[config.mk]
export PLATFORM = sky130hd
export DESIGN_NAME = thread_fetch_selector
export DESIGN_NICKNAME = d
export VERILOG_FILES = /design/src/rtl/fsel_pkg.sv /design/src/rtl/fsel_elig.sv /design/src/rtl/fsel_min_pick.sv /design/src/rtl/fsel_single_pick.sv /design/src/rtl/thread_fetch_selector.sv
export SDC_FILE = /design/constraint.sdc
export NUM_CORES = 1
export LEC_CHECK = 0
export ABC_CLOCK_PERIOD_IN_PS = 12000
export CAP_MARGIN = 20
export CORE_MARGIN = 3
export CORE_UTILIZATION = 55
export CTS_CLUSTER_DIAMETER = 200
export DETAILED_ROUTE_END_ITERATION = 10
export HOLD_SLACK_MARGIN = 0.02
export PLACE_DENSITY = 0.83
export SLEW_MARGIN = 20
export SYNTH_ARGS = -nofsm -noshare
export SYNTH_HDL_FRONTEND = slang
export SYNTH_SLANG_ARGS = --single-unit
[constraint.sdc]
create_clock -name clk -period 12 [get_ports clk]
set_input_delay 1.8 -clock clk [delete_from_list [all_inputs] [get_ports clk]]
set_output_delay 1.8 -clock clk [all_outputs]
set_load 0.1 [all_outputs]
[src/rtl/fsel_pkg.sv]
package fsel_pkg;

    typedef enum logic [1:0] {
        POL_SINGLE  = 2'd0,
        POL_RR      = 2'd1,
        POL_MIN_IQ  = 2'd2,
        POL_MIN_LSQ = 2'd3
    } fsel_policy_e;

    localparam int ST_W = 3;
    localparam logic [ST_W-1:0] ST_RUN     = 3'd0;
    localparam logic [ST_W-1:0] ST_MEMDONE = 3'd1;
    localparam logic [ST_W-1:0] ST_IDLE    = 3'd2;

endpackage

[src/rtl/fsel_elig.sv]
module fsel_elig
    import fsel_pkg::*;
#(
    parameter int NT = 4
) (
    input  logic [NT*ST_W-1:0] status_i,
    output logic [NT-1:0]      elig_o
);

    for (genvar t = 0; t < NT; t++) begin : g_thr
        logic [ST_W-1:0] code;
        assign code      = status_i[t*ST_W +: ST_W];
        assign elig_o[t] = (code == ST_RUN) || (code == ST_MEMDONE) || (code == ST_IDLE);
    end

endmodule

[src/rtl/fsel_min_pick.sv]
module fsel_min_pick #(
    parameter int NT = 4,
    parameter int CW = 6,
    localparam int TW = (NT > 1) ? $clog2(NT) : 1
) (
    input  logic [NT-1:0]    cand_i,
    input  logic [NT*CW-1:0] cnt_i,
    output logic             found_o,
    output logic [TW-1:0]    id_o
);

    logic [CW-1:0] best_cnt;

    always_comb begin
        found_o  = 1'b0;
        id_o     = '0;
        best_cnt = '0;
        for (int t = 0; t < NT; t++) begin
            // strict compare keeps the lower ID on a tie
            if (cand_i[t] && (!found_o || (cnt_i[t*CW +: CW] < best_cnt))) begin
                found_o  = 1'b1;
                id_o     = TW'(t);
                best_cnt = cnt_i[t*CW +: CW];
            end
        end
    end

endmodule

[src/rtl/fsel_single_pick.sv]
module fsel_single_pick #(
    parameter int NT = 4,
    localparam int TW = (NT > 1) ? $clog2(NT) : 1
) (
    input  logic [NT-1:0] active_i,
    input  logic [NT-1:0] elig_i,
    output logic          found_o,
    output logic [TW-1:0] id_o
);

    logic first_seen;
    logic multi;

    always_comb begin
        first_seen = 1'b0;
        multi      = 1'b0;
        id_o       = '0;
        for (int t = 0; t < NT; t++) begin
            if (active_i[t]) begin
                if (first_seen) begin
                    multi = 1'b1;
                end else begin
                    first_seen = 1'b1;
                    id_o       = TW'(t);
                end
            end
        end
        found_o = first_seen && !multi && elig_i[id_o];
    end

endmodule

[src/rtl/thread_fetch_selector.sv]
module thread_fetch_selector
    import fsel_pkg::*;
#(
    parameter int NT = 4,
    parameter int CW = 6,
    localparam int TW = (NT > 1) ? $clog2(NT) : 1,
    localparam int LW = $clog2(NT + 1)
) (
    input  logic               clk,
    input  logic               rst_n,
    input  logic [1:0]         policy_i,
    input  logic [NT*ST_W-1:0] status_i,
    input  logic [NT-1:0]      active_i,
    input  logic [NT*CW-1:0]   iq_cnt_i,
    input  logic [NT*CW-1:0]   lsq_cnt_i,
    input  logic [NT-1:0]      activate_i,
    input  logic [NT-1:0]      deactivate_i,
    output logic               grant_valid_o,
    output logic [TW-1:0]      grant_id_o
);

    typedef struct packed {
        logic [NT-1:0][TW-1:0] list;
        logic [LW-1:0]         len;
        logic                  gv;
        logic [TW-1:0]         gid;
    } sel_state_t;

    sel_state_t s_d, s_q;

    logic [NT-1:0]    elig;
    logic [NT*CW-1:0] occ_sel;
    logic             occ_found, one_found;
    logic [TW-1:0]    occ_id, one_id;

    fsel_elig #(.NT(NT)) u_elig (
        .status_i (status_i),
        .elig_o   (elig)
    );

    assign occ_sel = (policy_i == POL_MIN_LSQ) ? lsq_cnt_i : iq_cnt_i;

    fsel_min_pick #(.NT(NT), .CW(CW)) u_min (
        .cand_i  (elig & active_i),
        .cnt_i   (occ_sel),
        .found_o (occ_found),
        .id_o    (occ_id)
    );

    fsel_single_pick #(.NT(NT)) u_one (
        .active_i (active_i),
        .elig_i   (elig),
        .found_o  (one_found),
        .id_o     (one_id)
    );

    logic                  rr_found;
    logic [TW-1:0]         rr_pos;
    logic [NT-1:0][TW-1:0] rot_list, flt_list;
    int                    rot_len, flt_len;
    logic                  present;

    always_comb begin
        s_d = s_q;

        // round-robin: first eligible entry from the head
        rr_found = 1'b0;
        rr_pos   = '0;
        for (int p = 0; p < NT; p++) begin
            if (!rr_found && (p < int'(s_q.len)) && elig[s_q.list[p]]) begin
                rr_found = 1'b1;
                rr_pos   = TW'(p);
            end
        end

        unique case (fsel_policy_e'(policy_i))
            POL_SINGLE: begin s_d.gv = one_found; if (one_found) s_d.gid = one_id; end
            POL_RR:     begin s_d.gv = rr_found;  if (rr_found)  s_d.gid = s_q.list[rr_pos]; end
            default:    begin s_d.gv = occ_found; if (occ_found) s_d.gid = occ_id; end
        endcase

        // step 1: move the round-robin winner to the tail
        rot_list = '0;
        rot_len  = 0;
        for (int p = 0; p < NT; p++) begin
            if ((p < int'(s_q.len)) &&
                !((policy_i == POL_RR) && rr_found && (TW'(p) == rr_pos))) begin
                rot_list[rot_len] = s_q.list[p];
                rot_len++;
            end
        end
        if ((policy_i == POL_RR) && rr_found) begin
            rot_list[rot_len] = s_q.list[rr_pos];
            rot_len++;
        end

        // step 2: drop deactivated threads
        flt_list = '0;
        flt_len  = 0;
        for (int p = 0; p < NT; p++) begin
            if ((p < rot_len) && !deactivate_i[rot_list[p]]) begin
                flt_list[flt_len] = rot_list[p];
                flt_len++;
            end
        end

        // step 3: append newly activated threads that are absent
        for (int t = 0; t < NT; t++) begin
            present = 1'b0;
            for (int p = 0; p < NT; p++) begin
                if ((p < flt_len) && (flt_list[p] == TW'(t))) present = 1'b1;
            end
            if (activate_i[t] && !deactivate_i[t] && !present && (flt_len < NT)) begin
                flt_list[flt_len] = TW'(t);
                flt_len++;
            end
        end

        s_d.list = flt_list;
        s_d.len  = LW'(flt_len);
    end

    always_ff @(posedge clk or negedge rst_n) begin
        if (!rst_n) begin
            for (int p = 0; p < NT; p++) s_q.list[p] <= TW'(p);
            s_q.len <= LW'(NT);
            s_q.gv  <= 1'b0;
            s_q.gid <= '0;
        end else begin
            s_q <= s_d;
        end
    end

    assign grant_valid_o = s_q.gv;
    assign grant_id_o    = s_q.gid;

endmodule

==> flow_summary.json <==
{
  "synth_common_cells": "nand2_1 (91), ha_1 (48), inv_1 (46), nor2_1 (41), a21oi_1 (32)",
  "antenna_found_initial": 0,
  "yosys-top-cells-area": "ha_1 (14%), nand2_1 (7.7%), dfrtp_1 (5.1%), mux2i_1 (4.5%), inv_1 (3.9%)",
  "final_nets": 840,
  "yosysSeqAreaShare_pct": 8.08,
  "cts_buffer_depth": 2,
  "initial_core_util_pct": 56.8,
  "cts_buffers": 3,
  "layout_setup_ws_ps": 424,
  "finalSetupViolations": 0,
  "synthArstFlopShare_pct": 100,
  "synth_top_area_share_pct": 13.6,
  "dr.pass1.iters": 5,
  "synthCells": 603,
  "synth_flop_cell": "dfrtp_1",
  "syn_avg_cell_area_um2": 7.32,
  "cp-start-kind": "input pin",
  "seqCellArea_um2": 357,
  "die_area_um2": 9130,
  "gp_congestion": 0.955,
  "required_ps": 12120,
  "slew_headroom_pct": 34.4,
  "r2r_setup_slack_ps": 1930,
  "drv_cap": 0,
  "grt_max_degree": 22,
  "place_inst": 803,
  "critPathMaxFanout": 6,
  "finalCriticalPeriod_ps": 11580,
  "status": "finished clean",
  "finalCritPeriodShare_pct": 96.5,
  "synth-edff-count": 0,
  "hpwl_um": 12300,
  "place_area_um2": 5520,
  "path_clk_slew_ps": 50,
  "globalRouteOverflowTotal": 0,
  "ant_nets": 0,
  "wire_per_inst_um": 18.8,
  "coreArea_um2": 7770,
  "instances_no_fill": 817,
  "slew_viol_final": 0,
  "area_growth_pct": 32.7,
  "portBuffers": 78,
  "design_area_um2": 5850,
  "syn_nets": 727,
  "fp-row-count": 32,
  "max_stage_delay_ps": 550,
  "cts_hold_buf": 0,
  "finalWirelength_um": 15300,
  "worst_ep_arrival_time_ps": 11690,
  "worstMarginPinSlew_ps": 980,
  "ios": 79,
  "grt_pass1_vias": 4999,
  "max_freq_ghz": 0.0864,
  "netlist.top_cell.by_area": "ha_1",
  "end_kind": "flip-flop",
  "diodes": 0,
  "fill_cells": 597,
  "final-hold-violation-count": 0,
  "crit_type": "in2reg",
  "dp_slack_ps": -315,
  "ctsHtreeMaxLevel": 1,
  "grt_pass1_wl_um": 24000,
  "vias": 5328,
  "critical-path-slowest-cell": "or4b_4",
  "synth_area_um2": 4410,
  "cts_sinks": 14,
  "cts_tree": "yes",
  "die_y_um": 95.6,
  "clk_latency_ps": 240,
  "multi_input_area_um2": 3980,
  "track_usage_pct": 32.4,
  "ys_seq_elements": 14,
  "drt_iter0_markers": 404,
  "drive_gt1_share_pct": 19.6,
  "final_core_util_pct": 75.4,
  "worst_clock_skew_ps": 1.00,
  "yosysMostFrequentCell": "nand2_1",
  "dieWidth_um": 95.6,
  "ys_types": 92,
  "cts-root-buf": "clkbuf_8",
  "via_per_inst": 6.52,
  "hold_path_class": "reg2reg",
  "yosys_warnings": 0,
  "drc_errors": 0
}
## timing repair
action,4_1_cts,5_1_grt
pin swaps,0,17
endpoints found under the setup margin,4,11
setup buffers,0,10
gates resized for setup,2,44
## layout make-up
class,instances,share of cell area [%]
multi-input combinational,523,68.0
sequential,14,6.09
clock buffer,4,0.941
tap,102,2.18
inverter,46,2.95
timing repair buffer,128,19.9
## metal layers
metal | wire length, um | vias to the layer above | share of wire (%) | GRT usage [%]
li1 | - | 2500 | - | -
met1 | 6180 | 2510 | 40 | 41.6
met2 | 7380 | 275 | 48 | 55.9
met3 | 1360 | 43 | 8.9 | 4.74
met4 | 419 | 0 | 2.7 | 9.72
met5 | 0 | - | 0 | 0
## cell families after synthesis
logic type / Yosys count / synth area share (%)
compound gates: 204 / 35.8
xor+xnor: 10 / 1.99
fa+ha+maj: 48 / 13.6
buf+inv: 66 / 6.13
flops: 14 / 8.08
mux: 34 / 9.13
simple gates: 227 / 25.3
## registers in the layout, indices dropped and copies added, names as in the netlist
signal,cells
s_q,11
grant_valid_o,1
grant_id_o,2
## worst max-delay path: cells and delay by family
kind,cells,cell delay (ps)
AOI/OAI and AO/OA,15,3520
adders and majority gates,8,1770
buffers and inverters,10,1310
and+or+nand+nor,12,1910
xor gates and xnor gates,2,210
muxes,3,1150
## worst paths after layout
kind	startpoint	end	depth (start not counted)
max	status_i[0]	s_q[9]	50
min	grant_id_o[0]	grant_id_o[0]	2
max reg2reg	s_q[8]	s_q[9]	48
min reg2reg	grant_id_o[0]	grant_id_o[0]	2
max in group asynchronous	rst_n	s_q[11]	1
min in group asynchronous	rst_n	s_q[7]	1
## per-stage QoR
step | setup TNS [ps] | hold slack [ps]
2_1_floorplan | 0 | 559
3_3_place_gp | 0 | 630
4_1_cts | 0 | 661
5_1_grt | -451 | 708
3_5_place_dp | -2330 | 648
6_report | 0 | 679
## layout by cell type, fill, tap and decap left out, drive strengths merged, types with 4 or more instances in the layout
cell	n
nor2	41
clkbuf	4
a21oi	36
o31ai	4
and3	10
nand3	16
ha	48
dfstp	5
o22ai	6
mux2	10
dfrtp	9
and2	13
nor3	9
a311oi	5
a22oi	4
o21a	13
clkdlybuf4s50	77
nand2	91
o2bb2ai	4
nor4	4
o21ai	25
buf	50
xnor2	7
o2111ai	7
nand4	6
nor2b	4
o211a	4
a221o	4
nand2b	6
or3	4
a21o	10
or2	8
a31oi	18
a211oi	14
inv	46
o211ai	13
mux2i	21
Power is not shown: default switching activity piles up to over one toggle a cycle in this logic, so the estimate is an artifact.
